==> src/rtl/spi_flag_pkg.sv <==
package spi_flag_pkg;

  typedef enum logic [1:0] {
    REG_CTRL = 2'd0,
    REG_STAT = 2'd1,
    REG_DATA = 2'd2,
    REG_NONE = 2'd3
  } regAddr_e;

  // strobes sent from the control to the datapath each cycle
  typedef struct packed {
    logic load;     // copy write data into the shift register
    logic sample;   // capture the incoming serial bit
    logic shift;    // advance the shift register by one bit
    logic abort;    // drop a partial frame
    logic holdBuf;  // receive buffer must keep its unread byte
  } dpCtl_t;

  localparam logic [7:0] CTRL_MASK = 8'hE3;
  localparam logic [7:0] CFG_MASK  = 8'h07;

endpackage

==> src/rtl/spi_flag_datapath.sv <==
module spi_flag_datapath
  import spi_flag_pkg::*;
#(
  parameter int unsigned DATA_W = 8
) (
  input  logic              clk,
  input  logic              rstN,
  input  dpCtl_t            ctl,
  input  logic [DATA_W-1:0] wrData,
  input  logic              serIn,
  output logic              serOut,
  output logic [DATA_W-1:0] rxBuf,
  output logic              frameEnd,
  output logic              midFrame
);

  localparam int unsigned CNT_W = $clog2(DATA_W);
  localparam logic [CNT_W-1:0] LAST_BIT = CNT_W'(DATA_W - 1);

  logic [DATA_W-1:0] shiftQ;
  logic [DATA_W-1:0] bufQ;
  logic [CNT_W-1:0]  cntQ;
  logic              capQ;
  logic              inBitQ;
  logic [DATA_W-1:0] nextShift;

  assign nextShift = {shiftQ[DATA_W-2:0], capQ};
  assign frameEnd  = ctl.shift && (cntQ == LAST_BIT);
  assign midFrame  = (cntQ != '0) || inBitQ;
  assign serOut    = shiftQ[DATA_W-1];
  assign rxBuf     = bufQ;

  always_ff @(posedge clk or negedge rstN) begin
    if (!rstN) begin
      shiftQ <= '0;
      bufQ   <= '0;
      cntQ   <= '0;
      capQ   <= 1'b0;
      inBitQ <= 1'b0;
    end else begin
      if (ctl.abort) begin
        cntQ   <= '0;
        inBitQ <= 1'b0;
      end
      if (ctl.load) begin
        shiftQ <= wrData;
        cntQ   <= '0;
      end
      if (ctl.sample) begin
        capQ   <= serIn;
        inBitQ <= 1'b1;
      end
      if (ctl.shift) begin
        shiftQ <= nextShift;
        inBitQ <= 1'b0;
        cntQ   <= frameEnd ? '0 : cntQ + 1'b1;
        if (frameEnd && !ctl.holdBuf) bufQ <= nextShift;
      end
    end
  end

  // an unread byte is never overwritten
  a_r8_buffer_kept: assert property (@(posedge clk) disable iff (!rstN)
    (frameEnd && ctl.holdBuf) |=> $stable(bufQ));

  // a frame only ends after a load or sample started it
  a_r2_frame_has_bits: assert property (@(posedge clk) disable iff (!rstN)
    frameEnd |-> inBitQ);

endmodule

==> src/rtl/spi_flag_control.sv <==
module spi_flag_control
  import spi_flag_pkg::*;
#(
  parameter int unsigned DATA_W      = 8,
  parameter int unsigned DIV_BASE    = 2,
  parameter int unsigned RATE_W      = 2,
  parameter int unsigned SYNC_STAGES = 2
) (
  input  logic              clk,
  input  logic              rstN,
  input  logic [1:0]        regAddr,
  input  logic              regRd,
  input  logic              regWr,
  input  logic [7:0]        regWdata,
  output logic [7:0]        regRdata,
  output logic              irq,
  input  logic              sckIn,
  input  logic              mosiIn,
  input  logic              misoIn,
  input  logic              ssIn,
  output logic              sckOut,
  output logic              sckOe,
  output logic              mosiOe,
  output logic              misoOe,
  output dpCtl_t            ctl,
  output logic              serIn,
  input  logic              frameEnd,
  input  logic              midFrame,
  input  logic [DATA_W-1:0] rxBuf
);

  localparam int unsigned HALF_MAX = DIV_BASE << ((1 << RATE_W) - 1);
  localparam int unsigned HC_W     = $clog2(HALF_MAX) + 1;

  regAddr_e addrE;
  assign addrE = regAddr_e'(regAddr);

  // pin synchronizers
  logic [SYNC_STAGES-1:0] sckSyn, mosiSyn, ssSyn;
  logic sckS, mosiS, ssS, sckPrevQ;

  always_ff @(posedge clk or negedge rstN) begin
    if (!rstN) begin
      sckSyn   <= '0;
      mosiSyn  <= '0;
      ssSyn    <= '1;
      sckPrevQ <= 1'b0;
    end else begin
      sckSyn   <= {sckSyn[SYNC_STAGES-2:0], sckIn};
      mosiSyn  <= {mosiSyn[SYNC_STAGES-2:0], mosiIn};
      ssSyn    <= {ssSyn[SYNC_STAGES-2:0], ssIn};
      sckPrevQ <= sckS;
    end
  end

  assign sckS  = sckSyn[SYNC_STAGES-1];
  assign mosiS = mosiSyn[SYNC_STAGES-1];
  assign ssS   = ssSyn[SYNC_STAGES-1];

  // registers and flags
  logic [7:0] ctrlQ, cfgQ;
  logic doneQ, wcolQ, ovrQ, modfQ;
  logic armDataQ, armModfQ;
  logic runQ, sckLvlQ;
  logic [HC_W-1:0] halfCntQ;
  logic [7:0] rdataQ;

  logic irqEn, blockEn, mstSel, outDis, selSw, selInt;
  logic [RATE_W-1:0] rate;
  assign irqEn   = ctrlQ[7];
  assign blockEn = ctrlQ[6];
  assign mstSel  = ctrlQ[5];
  assign rate    = ctrlQ[RATE_W-1:0];
  assign outDis  = cfgQ[2];
  assign selSw   = cfgQ[1];
  assign selInt  = cfgQ[0];

  logic selN, masterOn, slaveOn;
  logic statAcc, statRd, dataAcc, dataWr, ctrlWr;
  logic busyNow, faultEvt, wrAccept, collide, clearSeq;
  logic [HC_W-1:0] halfLim;
  logic halfHit, sckRise, sckFall;

  assign selN     = selSw ? selInt : ssS;
  assign masterOn = blockEn && mstSel;
  assign slaveOn  = blockEn && !mstSel && !selN;

  assign statAcc  = (regRd || regWr) && (addrE == REG_STAT);
  assign statRd   = regRd && (addrE == REG_STAT);
  assign dataAcc  = (regRd || regWr) && (addrE == REG_DATA);
  assign dataWr   = regWr && (addrE == REG_DATA);
  assign ctrlWr   = regWr && (addrE == REG_CTRL);

  assign busyNow  = runQ || midFrame;
  assign faultEvt = masterOn && !selN;
  assign wrAccept = dataWr && !doneQ && !busyNow;
  assign collide  = dataWr && busyNow;
  assign clearSeq = dataAcc && armDataQ;

  assign halfLim  = HC_W'(DIV_BASE) << rate;
  assign halfHit  = runQ && (halfCntQ == halfLim - 1'b1);
  assign sckRise  = slaveOn && sckS && !sckPrevQ;
  assign sckFall  = slaveOn && !sckS && sckPrevQ;

  always_comb begin
    ctl.load    = wrAccept;
    ctl.sample  = (halfHit && !sckLvlQ) || sckRise;
    ctl.shift   = (halfHit && sckLvlQ) || sckFall;
    ctl.abort   = faultEvt || (!masterOn && !slaveOn);
    ctl.holdBuf = doneQ;
  end

  assign serIn  = masterOn ? misoIn : mosiS;
  assign sckOut = sckLvlQ;
  assign sckOe  = masterOn;
  assign mosiOe = masterOn && !outDis;
  assign misoOe = slaveOn && !outDis;
  assign irq    = irqEn && (doneQ || ovrQ || modfQ);

  // master clock generation
  always_ff @(posedge clk or negedge rstN) begin
    if (!rstN) begin
      runQ     <= 1'b0;
      sckLvlQ  <= 1'b0;
      halfCntQ <= '0;
    end else if (faultEvt) begin
      runQ     <= 1'b0;
      sckLvlQ  <= 1'b0;
      halfCntQ <= '0;
    end else if (wrAccept && masterOn) begin
      runQ     <= 1'b1;
      sckLvlQ  <= 1'b0;
      halfCntQ <= '0;
    end else if (runQ) begin
      if (halfHit) begin
        halfCntQ <= '0;
        sckLvlQ  <= !sckLvlQ;
        if (frameEnd) runQ <= 1'b0;
      end else begin
        halfCntQ <= halfCntQ + 1'b1;
      end
    end
  end

  // register file and status flags
  always_ff @(posedge clk or negedge rstN) begin
    if (!rstN) begin
      ctrlQ    <= '0;
      cfgQ     <= '0;
      doneQ    <= 1'b0;
      wcolQ    <= 1'b0;
      ovrQ     <= 1'b0;
      modfQ    <= 1'b0;
      armDataQ <= 1'b0;
      armModfQ <= 1'b0;
    end else begin
      if (ctrlWr) ctrlQ <= regWdata & CTRL_MASK;
      if (faultEvt) ctrlQ[6:5] <= 2'b00;
      if (regWr && addrE == REG_STAT) cfgQ <= regWdata & CFG_MASK;

      if (frameEnd) doneQ <= 1'b1;
      else if (clearSeq) doneQ <= 1'b0;

      if (collide) wcolQ <= 1'b1;
      else if (clearSeq) wcolQ <= 1'b0;

      if (statAcc) armDataQ <= 1'b1;
      else if (dataAcc) armDataQ <= 1'b0;

      if (frameEnd && doneQ) ovrQ <= 1'b1;
      else if (statRd) ovrQ <= 1'b0;

      if (faultEvt) modfQ <= 1'b1;
      else if (ctrlWr && armModfQ) modfQ <= 1'b0;

      if (statAcc && modfQ) armModfQ <= 1'b1;
      else if (ctrlWr) armModfQ <= 1'b0;
    end
  end

  always_ff @(posedge clk or negedge rstN) begin
    if (!rstN) begin
      rdataQ <= '0;
    end else if (regRd) begin
      unique case (addrE)
        REG_CTRL: rdataQ <= ctrlQ;
        REG_STAT: rdataQ <= {doneQ, wcolQ, ovrQ, modfQ, 1'b0, cfgQ[2:0]};
        REG_DATA: rdataQ <= rxBuf;
        default:  rdataQ <= '0;
      endcase
    end
  end
  assign regRdata = rdataQ;

  // completion holds until a data access arrives
  a_r5_done_holds: assert property (@(posedge clk) disable iff (!rstN)
    (doneQ && !dataAcc) |=> doneQ);

  // a collision only arises while a frame was under way
  a_r7_wcol_in_transfer: assert property (@(posedge clk) disable iff (!rstN)
    $rose(wcolQ) |-> $past(runQ || midFrame));

  // a fresh mode fault leaves master mode switched off
  a_r9_fault_drops_master: assert property (@(posedge clk) disable iff (!rstN)
    $rose(modfQ) |-> !sckOe);

  // interrupt never rises without its enable
  a_r10_irq_needs_enable: assert property (@(posedge clk) disable iff (!rstN)
    $rose(irq) |-> ctrlQ[7]);

  // disabled output stays undriven
  a_r12_outputs_off: assert property (@(posedge clk) disable iff (!rstN)
    cfgQ[2] |-> !(mosiOe || misoOe));

endmodule

==> src/rtl/spi_flag_ctrl.sv <==
module spi_flag_ctrl
  import spi_flag_pkg::*;
#(
  parameter int unsigned DATA_W      = 8,
  parameter int unsigned DIV_BASE    = 2,
  parameter int unsigned RATE_W      = 2,
  parameter int unsigned SYNC_STAGES = 2
) (
  input  logic        clk,
  input  logic        rstN,
  input  logic [1:0]  regAddr,
  input  logic        regRd,
  input  logic        regWr,
  input  logic [7:0]  regWdata,
  output logic [7:0]  regRdata,
  output logic        irq,
  input  logic        sckIn,
  output logic        sckOut,
  output logic        sckOe,
  input  logic        mosiIn,
  output logic        mosiOut,
  output logic        mosiOe,
  input  logic        misoIn,
  output logic        misoOut,
  output logic        misoOe,
  input  logic        ssIn
);

  dpCtl_t            ctl;
  logic              serIn, serOut, frameEnd, midFrame;
  logic [DATA_W-1:0] rxBuf;

  spi_flag_control #(
    .DATA_W(DATA_W), .DIV_BASE(DIV_BASE), .RATE_W(RATE_W), .SYNC_STAGES(SYNC_STAGES)
  ) u_control (
    .clk(clk), .rstN(rstN),
    .regAddr(regAddr), .regRd(regRd), .regWr(regWr), .regWdata(regWdata),
    .regRdata(regRdata), .irq(irq),
    .sckIn(sckIn), .mosiIn(mosiIn), .misoIn(misoIn), .ssIn(ssIn),
    .sckOut(sckOut), .sckOe(sckOe), .mosiOe(mosiOe), .misoOe(misoOe),
    .ctl(ctl), .serIn(serIn), .frameEnd(frameEnd), .midFrame(midFrame),
    .rxBuf(rxBuf)
  );

  spi_flag_datapath #(.DATA_W(DATA_W)) u_datapath (
    .clk(clk), .rstN(rstN), .ctl(ctl), .wrData(regWdata[DATA_W-1:0]),
    .serIn(serIn), .serOut(serOut), .rxBuf(rxBuf),
    .frameEnd(frameEnd), .midFrame(midFrame)
  );

  assign mosiOut = serOut;
  assign misoOut = serOut;

endmodule

==> config.mk <==
export PLATFORM = sky130hd
export DESIGN_NAME = spi_flag_ctrl
export DESIGN_NICKNAME = d
export VERILOG_FILES = /design/src/rtl/spi_flag_pkg.sv /design/src/rtl/spi_flag_datapath.sv /design/src/rtl/spi_flag_control.sv /design/src/rtl/spi_flag_ctrl.sv
export SDC_FILE = /design/constraint.sdc
export NUM_CORES = 1
export LEC_CHECK = 0
export BUFFER_PORTS_ARGS = -buffer_cell sky130_fd_sc_hd__buf_2
export CELL_PAD_IN_SITES_DETAIL_PLACEMENT = 0
export CELL_PAD_IN_SITES_GLOBAL_PLACEMENT = 1
export CORE_UTILIZATION = 45
export DETAILED_ROUTE_END_ITERATION = 10
export GPL_TIMING_DRIVEN = 1
export PLACE_DENSITY = 0.77
export SETUP_SLACK_MARGIN = 0.05
export SLEW_MARGIN = 10
export SYNTH_ARGS = -nofsm -noshare
export SYNTH_HDL_FRONTEND = slang
export SYNTH_SLANG_ARGS = --single-unit
==> constraint.sdc <==
create_clock -name clk -period 2.63 [get_ports clk]
set_clock_uncertainty 0.15 [all_clocks]
set_input_delay 0.1315 -clock clk [delete_from_list [all_inputs] [get_ports clk]]
set_output_delay 0.1315 -clock clk [all_outputs]
set_load 0.02 [all_outputs]
Word level (Yosys, flattened, before mapping)
Cells that the tools add are included.

Word-level logic and storage cells: 133. ROM bits: 0. Memory bits (writable): 0. Input bits: 18. Memories: 0. Register bits: 57. Bits in latches: 0.

Mux-type cells: 38. Reduce and logical (&&, ||, !) cells: 65. Bitwise operators: 0. $add $sub $neg: 3. Order comparisons: 0. Eq/ne operators: 4. Shift operators: 1. Divide/modulo/power cells: 0. $mul: 0.

Operators by type and width (count): logical AND 1 bit (31); two-way mux 1 bit (25); one-hot mux 8 bit (3 select lines) (1); two-way mux 5 bit (4); two-way mux 8 bit (2); nonzero test 2 bit (8); nonzero test 3 bit (5); two-way mux 3 bit (4); logical NOT 1 bit (10); logical OR 1 bit (8); two-way mux 7 bit (1); adder 5 x 1 -> 5 bit (second input constant) (1); == test 5 bit (1); << shifter 2 x 2 -> 5 bit (first input constant) (1); subtractor 5 x 1 -> 5 bit (second input constant) (1); AND reduction 2 bit (2); adder 3 x 1 -> 3 bit (second input constant) (1); == test 3 bit (second input constant) (1); == test 2 x 1 -> 1 bit (second input constant) (1); == test 2 bit (second input constant) (1); logical NOT 2 bit (1); two-way mux 2 bit (1).

Logic depth before layout (Yosys ltp)
Gate-level depths: netlist of run 1.

Word-level depth: 12. Depth in mapped cells: 7. Mapped depth without buffers: 7.

Cells and area by module
From an unflattened synthesis of run 1, not the netlist that was laid out.

Cells, all modules: 249. Area, all modules: 2661.3 µm².

By module, submodules not included: spi_flag_control (area each 1716.6 µm², sequential area each 903.4 µm², cells each 171, instances 1); spi_flag_datapath (area each 937.1 µm², sequential area each 525.5 µm², cells each 77, instances 1); spi_flag_ctrl (area each 7.5 µm², sequential area each 0.0 µm², cells each 1, instances 1).

Least setup slack after synthesis of run 1
OpenSTA, ideal clock, no wires.

Path type: reg-to-reg. Start: reg u_control.halfCntQ[3]. End: reg u_datapath.capQ. Setup slack: 514 ps. Data required time: 2355 ps. Stages on the path, launching flop included: 7. Setup time: 125 ps. Buffers on the path: 1. Data arrival time: 1841 ps. Clock period less this slack: 2116 ps. Cell sequence: dfrtp_1 and4bb_1 a211oi_1 or4_1 buf_2 o32a_1 mux2_4.

Word-level cells in the longest chain between the ends: 4.

Ends and longest elaborated chain: from (decl) (RTL line spi_flag_control.sv:65) `logic [HC_W-1:0] halfCntQ;`; from (signal assigned) (RTL line spi_flag_control.sv:140) `halfCntQ <= halfCntQ + 1'b1;`; == test 5 bit (RTL line spi_flag_control.sv:101) `assign halfHit = runQ && (halfCntQ == halfLim - 1'b1);`; logical AND 1 bit (RTL line spi_flag_control.sv:101); logical AND 1 bit (RTL line spi_flag_control.sv:107) `ctl.sample = (halfHit && !sckLvlQ) || sckRise;`; logical OR 1 bit (RTL line spi_flag_control.sv:107); to (signal assigned) (RTL line spi_flag_datapath.sv:50) `capQ <= serIn;`; to (decl) (RTL line spi_flag_datapath.sv:23) `logic capQ;`.

Every way passes these cells. A chain may end at the register's enable or synchronous reset.

Worst setup path after layout of run 1
Ends and elaborated chain as after synthesis.

==> metrics.md, run 1 <==
| Metric | Value |
|---|---|
| Area contributors post-synth | `dfrtp_1 53%, mux2_2 6.5%, mux2i_1 6.1%` |
| TritonCTS buffer count | `9` |
| Syn. warnings | `0` |
| Fraction of layout cells with a size suffix above 1 | `24.7%` |
| Primary FF master, synth | `dfrtp_1` |
| Slew Limit Headroom | `52.5%` |
| Unrepaired setup endpoints after global routing | `no` |
| Total GRT Usage | `20.1%` |
| Avg Cell Area, Syn | `11.0 um2` |
| Die area | `0.00611 mm2` |
| Cell taking the most area after synthesis | `dfrtp_1` |
| Top Metal Used | `met4` |
| Setup TNS | `0 ns` |
| FP Rows | `27` |
| Logic gate share of total power | `24.0%` |
| Hold WC Path Type | `input pin to flop` |
| Clock share of power | `30.0%` |
| Register-to-register setup slack | `0.39 ns` |
| Fillers | `509` |
| Initial antenna violation count | `0` |
| CTS Root Cell | `clkbuf_8` |
| Final Worst Setup Slack | `0.389 ns` |
| Crit share post-route | `85.2%` |
| Die height | `78.2 um` |
| N_diodes | `0` |
| Power density cells | `839 mW/mm2` |
| Max-cap violation count | `0` |
| # nets final | `309` |
| First DRT Iteration DRCs | `141` |
| Clock Pin Slew Worst Setup and Hold Paths | `0.06 ns` |
| Final core utilization | `57.5%` |
| 1st-pass router iterations | `4` |
| Routed Antenna Nets | `0` |
| Top post-synthesis cells by count | `55 x dfrtp_1, 29 x nor2_1, 20 x a21oi_1` |
| Slew at the pin closest to its max-slew limit | `0.713 ns` |
| CP max FO | `5` |
| Total power | `2.67 mW` |
| Resized Gates After CTS | `0` |
| Syn nets | `259` |
| Reg-to-Reg Start | `u_control.halfCntQ[3]` |
| Grt ovf | `0` |
| Pin count of the biggest net entering global routing | `58` |
| Netlist cell types | `39` |
| Final Max Slew Viols | `0` |
| Met3 WL | `209 um` |
| Post-DP HPWL | `3.78 mm` |
| Place WS | `0.403 ns` |
| DR vias | `1886` |
| Longest Clk Path Bufs | `2` |
| # DRC | `0` |
| Final setup vio count | `0` |
| Leak | `1.47 nW` |
| Met1 Wirelength | `2.74 mm` |
| Top-count cell post-synth | `dfrtp_1` |
| Worst VDD drop | `0.447 mV` |
| WP data arrival | `2.30 ns` |
| Global-route wire length before repair | `9.04 mm` |
| WHS | `0.0232 ns` |
| Final hold violations | `0` |
| Worst skew pair latency | `0.33 ns` |
| Hold Path End | `u_datapath.capQ` |
| CP endpoint kind | `flop` |
| Max frequency | `446 MHz` |
| CTS sink cnt | `57` |
| Min-delay src | `misoIn` |
| Crit Path Class | `flop to flop` |
| Pint | `1.83 mW` |
| Net Sw Power | `0.838 mW` |
| Vias in the first global route | `1834` |
| Routed met2 length | `2.36 mm` |
| Hold Path Stages | `3` |
| IO Port Bufs | `32` |
| Async SR Flop Fraction | `100%` |
| Seq pwr share | `46.0%` |
| Switch share | `31.4%` |
| FF-to-FF path depth | `5` |
| CP startpoint kind | `flop` |
| RePlAce Congestion | `0.779` |
| IO Count | `33` |
| Sequential area share after synthesis | `54.7%` |
| Synthesized area | `0.00261 mm2` |
| Synth Instances | `237` |
| EDFF count, synth | `0` |
| Vias per cell | `5.20` |
| FF+latch count, synth | `57` |
| Die X | `78.2 um` |
| TritonCTS clock tree | `yes` |
| Post-synth top area share | `52.7%` |
| Outcome | `finished, final reports clean` |
| Routed len/inst | `14.9 um` |
| Fin crit period | `2.24 ns` |
| Critical Path RT | `2.69 ns` |
| Initial core utilization | `47.1%` |
| Final wirelength | `5.41 mm` |
| Layout area overhead | `21.9%` |
| Reg-to-Reg End | `u_datapath.capQ` |
| H-tree Lvls | `3` |
| Core area | `0.00554 mm2` |
==> per-layer routing <==
metal	track usage (%)	up-vias
li1	-	930
met1	28.9	909
met2	28.2	40
met3	5.00	7
met4	10.0	0
met5	0	-
==> final cells by class <==
class | instances | area (um2) | share of cell area, %
clock inverters | 3 | 40.0 | 1.26
multi-input cells | 163 | 1110 | 34.8
repair buffers | 50 | 340 | 10.7
clock buffers | 12 | 155 | 4.87
well taps | 72 | 90.1 | 2.83
inverters | 6 | 22.5 | 0.707
flip-flops and latches | 57 | 1430 | 44.9
==> stage by stage <==
step                cells  instance area (um2)
floorplan             237                 2610
global placement      335                 2860
detailed placement    335                 2860
CTS                   363                 3180
global route          363                 3180
finish                363                 3180
==> repair_timing <==
| action | 4_1_cts | 5_1_grt |
|---|---|---|
| buffers inserted | 0 | 0 |
| hold endpoints to repair | 75 | 0 |
| setup endpoints to repair | 0 | 0 |
| hold buffers | 13 | 0 |
==> flip-flops by register name, indices dropped and copies added (netlist names), 2 cells and up <==
signal / count
u_control.sckSyn: 2
u_control.ssSyn: 2
u_datapath.shiftQ: 8
u_control.halfCntQ: 5
u_datapath.cntQ: 3
u_datapath.rxBuf: 8
u_control.cfgQ: 3
u_control.mosiSyn: 2
u_control.regRdata: 8
u_control.ctrlQ: 5
==> worst max-delay path: stages (launching register included) <==
cell and delay (ns):
dfrtp_1 0.43, and4bb_1 0.29, a211oi_1 0.07, or4_1 0.64, o32a_1 0.25, mux2_4 0.30
==> logic make-up after synthesis <==
family	count (synthesis)	share of synthesized area (%)
compound gates	45	10.3
xor+xnor	5	1.68
fa+ha+maj	4	1.92
buf+inv	17	3.07
flops	57	54.7
mux	32	13.2
simple gates	77	15.2
==> worst max-delay path by stage <==
stage | slack, ns | from | depth (start not counted) | to
6_report | 0.39 | u_control.halfCntQ[3] | 5 | u_datapath.capQ
5_1_grt | 0.32 | u_control.halfCntQ[3] | 5 | u_datapath.capQ
4_1_cts | 0.39 | u_control.halfCntQ[3] | 5 | u_datapath.capQ
3_5_place_dp | 0.40 | u_control.halfCntQ[3] | 5 | u_datapath.capQ
3_3_place_gp | 0.46 | u_control.halfCntQ[3] | 5 | u_datapath.capQ
2_1_floorplan | 0.51 | u_control.halfCntQ[3] | 6 | u_datapath.capQ
==> power by group through the flow <==
stage / logic, mW / registers, mW / clock network (mW)
global placement: 0.626 / 1.25 / 0
finish: 0.641 / 1.23 / 0.800
global route: 0.724 / 1.26 / 0.869
CTS: 0.649 / 1.23 / 0.828
detailed placement: 0.633 / 1.25 / 0
floorplan: 0.439 / 1.23 / 0
==> layout by cell type, fill, tap and decap left out, types with 2 or more instances in the layout <==
cell type	synthesis	final
ha_1	4	4
buf_2	1	32
clkinv_2	0	2
a21o_1	2	2
a21oi_1	20	20
dfrtp_1	55	55
mux2_2	15	15
xor2_1	3	3
nand3b_1	8	8
inv_1	6	6
dfstp_2	2	2
buf_4	2	4
clkbuf_8	0	11
nand3_1	3	3
a22oi_1	2	2
nor2_1	29	29
xnor2_1	2	2
mux2i_1	16	16
nand2_1	16	16
nand2b_1	5	5
dlygate4sd3_1	0	13
nor2b_1	4	4
o21ai_0	14	14
nand4_1	3	3
a32o_1	2	2
Note: power is estimated with default switching activity, not from simulation.
==> run 2, diff against run 1 <==
==> constraint.sdc (replaced) <==
create_clock -name clk -period 2.1 [get_ports clk]
set_clock_uncertainty 0.15 [all_clocks]
set_input_delay 0.105 -clock clk [delete_from_list [all_inputs] [get_ports clk]]
set_output_delay 0.105 -clock clk [all_outputs]
set_load 0.02 [all_outputs]
==> metrics.md, run 2 (synthesis gave the netlist of run 1 again) <==
| Metric | Value |
|---|---|
| Outcome | `finished, violations left` |
| Failing checks | `negative setup slack` |
| Most frequent cells in the layout | `53 x dfrtp_1, 32 x buf_2, 29 x nor2_1` |
| Worst skew pair latency | `0.33 ns (about the same)` |
| # nets final | `322 (+4.2%)` |
| Fraction of layout cells with a size suffix above 1 | `30.2% (+5.4 points)` |
| Layout area overhead | `28.3%` |
| Unrepaired setup endpoints after global routing | `yes` |
| Commonest non-fill, non-tap cell in the layout | `dfrtp_1` |
| CP startpoint kind | `flop` |
| Routed len/inst | `15.2 um (+1.8%)` |
| 1st-pass router iterations | `4 (unchanged)` |
| Register-to-register setup slack | `-0.0003 ns (-0.39 ns)` |
| # DRC | `0 (unchanged)` |
| CTS sink cnt | `57 (unchanged)` |
| Crit path launch | `u_datapath.cntQ[0]` |
| CP endpoint kind | `flop` |
| Final Worst Setup Slack | `-0.000262 ns (-0.389 ns)` |
| TritonCTS clock tree | `yes` |
| Final wirelength | `5.72 mm (+5.7%)` |
| CP max FO | `5 (unchanged)` |
| Min-delay src | `regRd` |
| Hold WC Path Type | `input pin to flop` |
| Final hold violations | `0 (unchanged)` |
| Crit share post-route | `100% (+15 points)` |
| IO Count | `33 (unchanged)` |
| Final Max Slew Viols | `0 (unchanged)` |
| RePlAce Congestion | `0.805 (+3.3%)` |
| Total GRT Usage | `21.3% (+1.2 points)` |
| Slew at the pin closest to its max-slew limit | `0.581 ns (-0.132 ns)` |
| Pin count of the biggest net entering global routing | `39 (-33%)` |
| Crit Path Class | `flop to flop` |
| Met2 usage | `33.4% (+5.3 points)` |
| Post-DP HPWL | `3.90 mm (+3.0%)` |
| Die X | `78.2 um (unchanged)` |
| Slew Limit Headroom | `61.2% (+8.7 points)` |
| First DRT Iteration DRCs | `134 (-5.0%)` |
| Reg-to-Reg Start | `u_datapath.cntQ[0]` |
| Die height | `78.2 um (unchanged)` |
| Grt ovf | `0 (unchanged)` |
| Clock Pin Slew Worst Setup and Hold Paths | `0.06 ns (about the same)` |
| Power density cells | `1050 mW/mm2 (+26%)` |
| Initial core utilization | `47.1% (unchanged)` |
| Max-cap violation count | `0 (unchanged)` |
| Worst VDD drop | `0.578 mV (+30%)` |
| Die area | `0.00611 mm2 (unchanged)` |
| H-tree Lvls | `3 (unchanged)` |
| FP Rows | `27 (unchanged)` |
| Vias in the first global route | `2033 (+11%)` |
| Core area | `0.00554 mm2 (unchanged)` |
| Routed Antenna Nets | `0 (unchanged)` |
| Leak | `1.54 nW (+4.7%)` |
| Top Usage Layer GRT | `met2` |
| Met1 usage | `28.4% (-0.48 points)` |
| WP data arrival | `2.15 ns (-0.15 ns)` |
| Longest Clk Path Bufs | `2 (unchanged)` |
| Vias per cell | `5.16 (-0.75%)` |
| Final setup vio count | `1 (+1)` |
| Critical Path RT | `2.15 ns (-0.54 ns)` |
| TritonCTS buffer count | `9 (unchanged)` |
| Fin crit period | `2.10 ns (-0.141 ns)` |
| Initial antenna violation count | `0 (unchanged)` |
| Global-route wire length before repair | `9.78 mm (+8.2%)` |
| DR vias | `1944 (+3.1%)` |
| Total power | `3.53 mW (+32%)` |
| Max frequency | `476 MHz (+6.7%)` |
| N_diodes | `0 (unchanged)` |
| WHS | `0.0310 ns (+0.00782 ns)` |
| Fillers | `497 (-2.4%)` |
| CTS Root Cell | `clkbuf_8` |
| Met3 global-route usage | `6.63% (+1.6 points)` |
| IO Port Bufs | `32 (unchanged)` |
==> run 2: critical path: stages, from the launching register on <==
cell and delay [ns]:
dfrtp_1 0.40, inv_1 0.07, ha_1 0.12, or4b_4 0.49, nor3_4 0.27, buf_6 0.18, mux2i_1 0.21, o21ai_1 0.08
==> run 2: report_power, final <==
group          switching [mW]  total, mW  internal (mW)  leakage (nW)
clock                   0.423       1.07          0.642         0.105
combinational           0.474      0.908          0.433         0.724
sequential              0.226       1.56           1.33         0.715
==> run 2: timing repair <==
item | CTS | global route
buffers inserted | 1 | 3
gates cloned | 0 | 1
resized for setup | 0 | 13
setup endpoints to repair | 1 | 27
endpoints found under the hold margin | 77 | 0
pin swaps | 0 | 3
hold buffers | 15 | 0
==> run 2: layout make-up <==
| cell class | count | area [um2] | share of cell area (%) |
|---|---|---|---|
| clock inverters | 4 | 50.0 | 1.49 |
| multi-input cells | 163 | 1140 | 34.0 |
| well taps | 72 | 90.1 | 2.69 |
| clock buffers | 12 | 165 | 4.93 |
| inverters | 6 | 22.5 | 0.672 |
| repair buffers | 63 | 450 | 13.4 |
| flip-flops and latches | 57 | 1430 | 42.7 |
==> run 2: path summary, 6_finish.rpt <==
check / endpoint / cells after the start
max: u_datapath.shiftQ[1] / 7
min: u_control.regRdata[0] / 2
max in group asynchronous: u_control.ssSyn[1] / 3
min reg2reg: u_control.mosiSyn[1] / 0
max reg2reg: u_datapath.shiftQ[1] / 7
min in group asynchronous: u_datapath.cntQ[1] / 2
==> run 2: layer usage <==
metal  up-vias  part of all wire [%]
met5         -                     0
met3         6                   3.8
li1        961                     -
met1       934                    49
met2        43                    47
met4         0                  0.84
==> run 2: stage by stage <==
stage	cell area (um2)	TNS [ns]	worst slack [ns]	std cells	utilization (%)
after CTS	3280	0	0.0501	373	59.2
after global placement	2910	0	0.0775	341	52.5
final	3350	-0.000262	-0.000262	377	60.5
after floorplan	2620	0	0.0865	237	-
after detailed placement	2910	0	0.0575	341	52.5
after global routing	3350	-1.20	-0.124	377	60.5
